[config.mk]
export PLATFORM = sky130hd
export DESIGN_NAME = psk_sym_decide
export DESIGN_NICKNAME = d
export VERILOG_FILES = /design/src/rtl/psk_dec_pkg.sv /design/src/rtl/psk_cordic_entry.sv /design/src/rtl/psk_cordic_stage.sv /design/src/rtl/psk_sector_map.sv /design/src/rtl/psk_sym_decide.sv
export SDC_FILE = /design/constraint.sdc
export NUM_CORES = 2
export LEC_CHECK = 0
export BUFFER_PORTS_ARGS = -buffer_cell sky130_fd_sc_hd__buf_2
export CAP_MARGIN = 20
export CORE_ASPECT_RATIO = 0.6
export CORE_MARGIN = 10
export CORE_UTILIZATION = 60
export CTS_CLUSTER_DIAMETER = 80
export DETAILED_ROUTE_END_ITERATION = 8
export PLACE_DENSITY = 0.75
export REMOVE_ABC_BUFFERS = 1
export SYNTH_ARGS = -nofsm -noshare
export SYNTH_HDL_FRONTEND = slang
export SYNTH_HIERARCHICAL = 1
export SYNTH_SLANG_ARGS = --single-unit
[constraint.sdc]
create_clock -name clk -period 4.3 [get_ports clk]
set_input_delay 0.215 -clock clk [delete_from_list [all_inputs] [get_ports clk]]
set_output_delay 0.215 -clock clk [all_outputs]
set_load 0.005 [all_outputs]
[src/rtl/psk_dec_pkg.sv]
package psk_dec_pkg;

  localparam int PH_W   = 16;
  localparam int SYM_W  = 3;
  localparam int N_ENT  = 8;
  localparam int MAP_W  = SYM_W * N_ENT;

  typedef enum logic [1:0] {
    ORD_TWO   = 2'b00,
    ORD_FOUR  = 2'b01,
    ORD_EIGHT = 2'b10,
    ORD_ALT8  = 2'b11
  } order_e;

  // Side information that travels down the pipe beside each sample.
  typedef struct packed {
    logic             vld;
    logic             zero;
    order_e           ord;
    logic [MAP_W-1:0] tbl;
  } side_t;

  // atan(2^-n) expressed in phase counts (65536 per turn).
  function automatic logic [PH_W-1:0] atan_step(input int n);
    case (n)
      0:  return 16'd8192;
      1:  return 16'd4836;
      2:  return 16'd2555;
      3:  return 16'd1297;
      4:  return 16'd651;
      5:  return 16'd326;
      6:  return 16'd163;
      7:  return 16'd81;
      8:  return 16'd41;
      9:  return 16'd20;
      10: return 16'd10;
      11: return 16'd5;
      12: return 16'd3;
      13: return 16'd1;
      default: return 16'd0;
    endcase
  endfunction

  // Half a sector in phase counts for the chosen order.
  function automatic logic [PH_W-1:0] half_sector(input order_e o);
    case (o)
      ORD_TWO:  return 16'h4000;
      ORD_FOUR: return 16'h2000;
      default:  return 16'h1000;
    endcase
  endfunction

  // Sector number: shift phase by half a sector, keep the top bits.
  function automatic logic [SYM_W-1:0] sector_of(input logic [PH_W-1:0] ph,
                                                 input order_e o);
    logic [PH_W-1:0] s;
    s = ph + half_sector(o);
    case (o)
      ORD_TWO:  return {2'b00, s[PH_W-1]};
      ORD_FOUR: return {1'b0, s[PH_W-1 -: 2]};
      default:  return s[PH_W-1 -: 3];
    endcase
  endfunction

  function automatic logic [SYM_W-1:0] code_of(input logic [MAP_W-1:0] tbl,
                                               input logic [SYM_W-1:0] idx);
    return tbl[SYM_W*idx +: SYM_W];
  endfunction

endpackage

[src/rtl/psk_cordic_entry.sv]
module psk_cordic_entry
  import psk_dec_pkg::*;
#(
  parameter int DW = 16,
  parameter int XW = DW + 2
) (
  input  logic                 clk,
  input  logic                 rst_n,
  input  logic                 in_vld,
  input  logic signed [DW-1:0] in_i,
  input  logic signed [DW-1:0] in_q,
  input  logic [1:0]           in_ord,
  input  logic [MAP_W-1:0]     in_tbl,
  output logic signed [XW-1:0] x_o,
  output logic signed [XW-1:0] y_o,
  output logic [PH_W-1:0]      z_o,
  output side_t                sd_o
);

  logic signed [XW-1:0] xe, ye;
  logic                 left_half;
  logic                 is_zero;

  always_comb begin
    xe        = XW'(in_i);
    ye        = XW'(in_q);
    left_half = in_i[DW-1];
    is_zero   = (in_i == '0) && (in_q == '0);
  end

  // Fold the left half plane into the right by a half-turn rotation.
  always_ff @(posedge clk or negedge rst_n) begin
    if (!rst_n) begin
      x_o  <= '0;
      y_o  <= '0;
      z_o  <= '0;
      sd_o <= '0;
    end else begin
      x_o      <= left_half ? -xe : xe;
      y_o      <= left_half ? -ye : ye;
      z_o      <= left_half ? 16'h8000 : 16'h0000;
      sd_o.vld  <= in_vld;
      sd_o.zero <= is_zero;
      sd_o.ord  <= order_e'(in_ord);
      sd_o.tbl  <= in_tbl;
    end
  end

endmodule

[src/rtl/psk_cordic_stage.sv]
module psk_cordic_stage
  import psk_dec_pkg::*;
#(
  parameter int XW    = 18,
  parameter int SHIFT = 0
) (
  input  logic                 clk,
  input  logic                 rst_n,
  input  logic signed [XW-1:0] x_i,
  input  logic signed [XW-1:0] y_i,
  input  logic [PH_W-1:0]      z_i,
  input  side_t                sd_i,
  output logic signed [XW-1:0] x_o,
  output logic signed [XW-1:0] y_o,
  output logic [PH_W-1:0]      z_o,
  output side_t                sd_o
);

  localparam logic [PH_W-1:0] STEP = atan_step(SHIFT);

  logic signed [XW-1:0] x_sh, y_sh, x_n, y_n;
  logic [PH_W-1:0]      z_n;

  always_comb begin
    x_sh = x_i >>> SHIFT;
    y_sh = y_i >>> SHIFT;
    if (!y_i[XW-1]) begin
      x_n = x_i + y_sh;
      y_n = y_i - x_sh;
      z_n = z_i + STEP;
    end else begin
      x_n = x_i - y_sh;
      y_n = y_i + x_sh;
      z_n = z_i - STEP;
    end
  end

  always_ff @(posedge clk or negedge rst_n) begin
    if (!rst_n) begin
      x_o  <= '0;
      y_o  <= '0;
      z_o  <= '0;
      sd_o <= '0;
    end else begin
      x_o  <= x_n;
      y_o  <= y_n;
      z_o  <= z_n;
      sd_o <= sd_i;
    end
  end

endmodule

[src/rtl/psk_sector_map.sv]
module psk_sector_map
  import psk_dec_pkg::*;
(
  input  logic             clk,
  input  logic             rst_n,
  input  logic [PH_W-1:0]  ph_i,
  input  side_t            sd_i,
  output logic             vld_o,
  output logic [SYM_W-1:0] sym_o,
  output logic [SYM_W-1:0] idx_o,
  output order_e           ord_o,
  output logic             zero_o
);

  logic [SYM_W-1:0] idx_c;

  always_comb begin
    idx_c = sd_i.zero ? '0 : sector_of(ph_i, sd_i.ord);
  end

  always_ff @(posedge clk or negedge rst_n) begin
    if (!rst_n) begin
      vld_o  <= 1'b0;
      sym_o  <= '0;
      idx_o  <= '0;
      ord_o  <= ORD_TWO;
      zero_o <= 1'b0;
    end else begin
      vld_o  <= sd_i.vld;
      sym_o  <= sd_i.vld ? code_of(sd_i.tbl, idx_c) : '0;
      idx_o  <= idx_c;
      ord_o  <= sd_i.ord;
      zero_o <= sd_i.zero;
    end
  end

endmodule

[src/rtl/psk_sym_decide.sv]
module psk_sym_decide
  import psk_dec_pkg::*;
#(
  parameter int DW   = 16,
  parameter int ITER = 14
) (
  input  logic                 clk,
  input  logic                 rst_n,
  input  logic                 smp_valid,
  input  logic signed [DW-1:0] smp_i,
  input  logic signed [DW-1:0] smp_q,
  input  logic [1:0]           mod_sel,
  input  logic [MAP_W-1:0]     code_tbl,
  output logic                 sym_valid,
  output logic [SYM_W-1:0]     sym_code
);

  localparam int XW = DW + 2;

  logic signed [XW-1:0] xs [0:ITER];
  logic signed [XW-1:0] ys [0:ITER];
  logic [PH_W-1:0]      zs [0:ITER];
  side_t                sds [0:ITER];

  // Named wires brought out for the bound checker.
  logic [SYM_W-1:0] dec_idx;
  order_e           dec_ord;
  logic             dec_zero;

  psk_cordic_entry #(.DW(DW), .XW(XW)) u_entry (
    .clk    (clk),
    .rst_n  (rst_n),
    .in_vld (smp_valid),
    .in_i   (smp_i),
    .in_q   (smp_q),
    .in_ord (mod_sel),
    .in_tbl (code_tbl),
    .x_o    (xs[0]),
    .y_o    (ys[0]),
    .z_o    (zs[0]),
    .sd_o   (sds[0])
  );

  for (genvar g = 0; g < ITER; g++) begin : g_iter
    psk_cordic_stage #(.XW(XW), .SHIFT(g)) u_stage (
      .clk   (clk),
      .rst_n (rst_n),
      .x_i   (xs[g]),
      .y_i   (ys[g]),
      .z_i   (zs[g]),
      .sd_i  (sds[g]),
      .x_o   (xs[g+1]),
      .y_o   (ys[g+1]),
      .z_o   (zs[g+1]),
      .sd_o  (sds[g+1])
    );
  end

  // The residual vector of the final stage carries no decision content.
  logic unused_tail;
  assign unused_tail = ^{xs[ITER], ys[ITER]};

  psk_sector_map u_map (
    .clk    (clk),
    .rst_n  (rst_n),
    .ph_i   (zs[ITER]),
    .sd_i   (sds[ITER]),
    .vld_o  (sym_valid),
    .sym_o  (sym_code),
    .idx_o  (dec_idx),
    .ord_o  (dec_ord),
    .zero_o (dec_zero)
  );

endmodule

# Word level (Yosys, flattened, before mapping)
# Cells that the tools add are included.
# classes
n_addsub	80
n_mul	1
eq_ne	1
shift	1
mux	46
reduce_logical	4
# op_table
cell	count
$mux W18	27
$mux W16	15
$add A18 B10 Y18	2
$add A18 B11 Y18	2
$add A18 B12 Y18	2
$add A18 B13 Y18	2
$add A18 B14 Y18	2
$add A18 B15 Y18	2
$add A18 B16 Y18	2
$add A18 B17 Y18	2
$add A18 B7 Y18	2
$add A18 B8 Y18	2
$add A18 B9 Y18	2
$neg A16 Y18	2
$sub A18 B10 Y18	2
$sub A18 B11 Y18	2
$sub A18 B12 Y18	2
$sub A18 B13 Y18	2
$sub A18 B14 Y18	2
$sub A18 B15 Y18	2
$sub A18 B16 Y18	2
$sub A18 B17 Y18	2
$sub A18 B18 Y18	2
$sub A18 B7 Y18	2
other kinds (43)	47
# totals
reg_bits	1150
in_bits	61
out_inout_bits	4

# Longest topological paths before layout
# depth
depth_word	8
mapped_depth	16
depth_no_buf	15

# Hierarchy
# The synthesis kept the hierarchy.
# by_module_without_submodules
mod	instances	cells_each	area_per_inst_um2
psk_cordic_stage (g_iter[2].u_stage)	1	522	5092.4
psk_cordic_stage (g_iter[3].u_stage)	1	507	5057.4
psk_cordic_stage (g_iter[1].u_stage)	1	508	5041.1
psk_cordic_stage (g_iter[4].u_stage)	1	495	4967.3
psk_cordic_stage (g_iter[7].u_stage)	1	516	4943.5
psk_cordic_stage (g_iter[6].u_stage)	1	484	4873.4
psk_cordic_stage (g_iter[9].u_stage)	1	476	4843.4
psk_cordic_stage (g_iter[5].u_stage)	1	469	4807.1
psk_cordic_stage (g_iter[12].u_stage)	1	461	4779.6
psk_cordic_stage (g_iter[13].u_stage)	1	466	4728.3
psk_cordic_stage (g_iter[11].u_stage)	1	462	4727.0
psk_cordic_stage (g_iter[0].u_stage)	1	473	4718.3
psk_cordic_stage (g_iter[8].u_stage)	1	455	4693.3
psk_cordic_stage (g_iter[10].u_stage)	1	452	4674.5
+2 rows	--	--	--

# Least setup slack after synthesis
# No wires, ideal clock.
# synth_timing
path_kind	register -> register
startpoint	register g_iter[1].u_stage.y_o[8]
endpoint	register g_iter[2].u_stage.x_o[16]
arrival_time_ns	3.411
required_time_ns	4.161
path_slack_ns	0.750
path_stages_with_launch	13
path_buffers	0
synth_period_minus_slack_ns	3.550
cell_sequence	dfrtp_1 nor4_1 nand2b_1 or4b_1 o41ai_1 xor2_1 ha_1 and3_1 a221oi_1 o21ai_0 a21oi_1 nor2_1 or4_1
# synth_between
elab_chain_len	2
elab_cells_between_ends	3
classes_between	add/sub (2); mux (1)
# synth_rtl
item	line_no	rtl
from (decl)	psk_cordic_stage.sv:14	output logic signed [XW-1:0] y_o,
from (signal assigned)	psk_cordic_stage.sv:46	y_o <= y_n;
$add A18 B16 Y18 / $sub A18 B16 Y18 (equally long branches)	psk_cordic_stage.sv:28, psk_cordic_stage.sv:32	
$mux W18 *	psk_cordic_stage.sv:27	if (!y_i[XW-1]) begin
named net g_iter[2].u_stage.x_n[16]	psk_cordic_stage.sv:21	logic signed [XW-1:0] x_sh, y_sh, x_n, y_n;
to (signal assigned)	psk_cordic_stage.sv:45	x_o <= x_n;
to (decl)	psk_cordic_stage.sv:13	output logic signed [XW-1:0] x_o,
# The timed path passes the listed nets; every way through them passes the cells marked *.

# Worst setup path in the final report
# layout_timing
startpoint	register g_iter[1].u_stage.y_o[7]
endpoint	register g_iter[2].u_stage.x_o[16]
# The elaborated chain is that of the path after synthesis.

==> results.tsv <==
stage	metric	value	unit
status	outcome	completed	
run	cap_violations	0	
cts	path_clk_slew	0.07	ns
synthesis	synth_warnings	6	
finish	final_nets	7286	
routing	wl	165000	um
routing	drt_iter0_drc	5520	
cts	cts_sinks	1093	
floorplan	fp.dieArea	122000	um2
timing	fin_setup_tns	0	ns
routing	drc	0	
synthesis	syn-cell-area	64800	um2
timing	fmax	251	MHz
cts	clockBufferDepth	3	
global_route	antenna_found_initial	1	
global_route	grt_max_degree	130	
finish	area_delta_synth_final	9.84	%
cts	cts_buffers	100	
worst_hold_path	hp-class	in2reg	
cts	clk_latency	0.73	ns
setup_path	required	4.86	ns
timing	finalSetupViolations	0	
timing	slew_viol_final	0	
cts	cts_tree	done	
timing	fin_crit_sh	92.6	%
setup_path	critPathKind	reg2reg	
timing	worst_pin_slew	0.869	ns
cts	cts_max_level	3	
placement	portBuffers	64	
cts	post_cts_resize_count	0	
routing	vias	49861	
synthesis	syn_avg_cell_area	10.2	um2
timing	slew_headroom	42.1	%
floorplan	initial_utilization	60.4	%
placement	hpwl	120000	um
floorplan	die_h	275	um
floorplan	coreArea	107000	um2
routing	viasPerCell	6.20	
timing	post-route-min-period	3.98	ns
setup_path	cp-end-kind	flop	
timing	hold_viol_final	0	
routing	avgRoutedWirePerCell	20.6	um
setup_path	startpoint_type	flop	
routing	ant_nets	0	
placement	place_congestion	0.952	
setup_path	cp_max_fo	5	
global_route	grt_pass1_vias	48042	
cts	cts_setup_buffers	0	
global_route	grt_pass1_wl	265000	um
global_route	grt_util_all_layers	26.5	%
floorplan	chipWidth	444	um
synthesis	netlist_instances	6365	
finish	drive_gt1_share	7.11	%
cts	root_buffer	clkbuf_16	
cts	hold_buffers	78	
routing	dr.pass1.iters	7	
timing	rsz0062_at_grt	false	
floorplan	placementRows	93	
timing	finClkSkew	0.0468	ns
global_route	gr-total-overflow	0	
setup_path	worstPathArrival	4.54	ns
floorplan	ios	65	
[layout by cell type, fill, tap and decap left out, types with 28 or more instances in the layout]
master	count
nand2b_1	63
o21a_1	89
nand3_1	108
inv_1	307
nand2_1	337
fa_1	40
o211ai_1	43
buf_2	63
a31oi_1	75
o21ai_0	275
nor2b_1	79
a21oi_1	528
nor4_1	37
dlygate4sd3_1	78
ha_1	655
o21bai_1	56
a21o_1	174
mux2i_1	31
nor3_1	143
clkbuf_16	100
nor2_1	506
xnor2_1	456
and2_1	28
and3_1	55
o21ai_1	55
dfrtp_1	1093
xor2_1	261
a211oi_1	85
nand4_1	55
buf_4	38
o31ai_1	35
[final cells by class]
| class | instances | area [um2] |
|---|---|---|
| diodes | 1 | 2.50 |
| clock buffers | 136 | 2860 |
| clock inverters | 49 | 758 |
| fillers | 8093 | 36100 |
| inverters | 312 | 1170 |
| multi-input cells | 4833 | 35700 |
| flip-flops and latches | 1093 | 27400 |
| well taps | 1425 | 1780 |
| repair buffers | 190 | 1600 |
[flip-flops by register name (all words and copies together), names as in the netlist]
signal,count
u_entry/x_o,18
u_map/vld_o,1
g_iter.u_stage/y_o,217
u_entry/y_o,18
g_iter.u_stage/sd_o,392
g_iter.u_stage/x_o,203
g_iter.u_stage/z_o,212
u_map/sym_o,3
u_entry/z_o,1
u_entry/sd_o,28
[stage by stage]
stage	utilization [%]	std cells	hold slack, ns	worst slack (ns)	cell area, um2
floorplan	-	6238	-0.0806	0.750	64200
global placement	62.2	7773	0.322	0.338	66800
detailed placement	62.2	7773	0.325	0.365	66800
CTS	66.3	8036	0.0705	0.339	71200
global route	66.4	8038	0.0794	0.118	71200
finish	66.4	8039	0.118	0.316	71200
[worst max-delay path, cell delays in order (launching register included)]
cell      delay [ns]
dfrtp_1         0.43
nor4_1          0.41
nand2b_1        0.19
or4b_1          0.55
o41ai_1         0.34
xor2_1          0.20
ha_1            0.31
and3_1          0.26
a221oi_1        0.29
o21ai_0         0.16
a21oi_1         0.17
nor2_1          0.05
or4_1           0.50
[path summary, 6_finish.rpt]
check                                                         from                              endpoint  slack [ns]  cells past startpoint
worst max-delay path            g_iter[1].u_stage/y_o[7]$_DFF_PN0_   g_iter[2].u_stage/x_o[16]$_DFF_PN0_        0.32                     12
worst min-delay path                                  code_tbl[15]            u_entry/sd_o[15]$_DFF_PN0_        0.12                      2
worst max register to register  g_iter[1].u_stage/y_o[7]$_DFF_PN0_   g_iter[2].u_stage/x_o[16]$_DFF_PN0_        0.32                     12
worst min register to register           u_entry/sd_o[8]$_DFF_PN0_   g_iter[0].u_stage/sd_o[8]$_DFF_PN0_        0.33                      0
max in group asynchronous                                    rst_n  g_iter[8].u_stage/sd_o[12]$_DFF_PN0_        2.91                      3
min in group asynchronous                                    rst_n   g_iter[8].u_stage/y_o[15]$_DFF_PN0_        0.16                      2
[routing by layer]
layer  part of all wire [%]  routed length, um  GRT usage (%)
met5                      0                  0              0
met4                    2.2               3590           5.91
met3                    8.7              14300           5.32
met2                     41              68500           37.8
met1                     48              78800           41.1
Power is left out: the tool's default activity adds up to more than one toggle a clock period on the data nets, which glitch-free logic cannot reach.
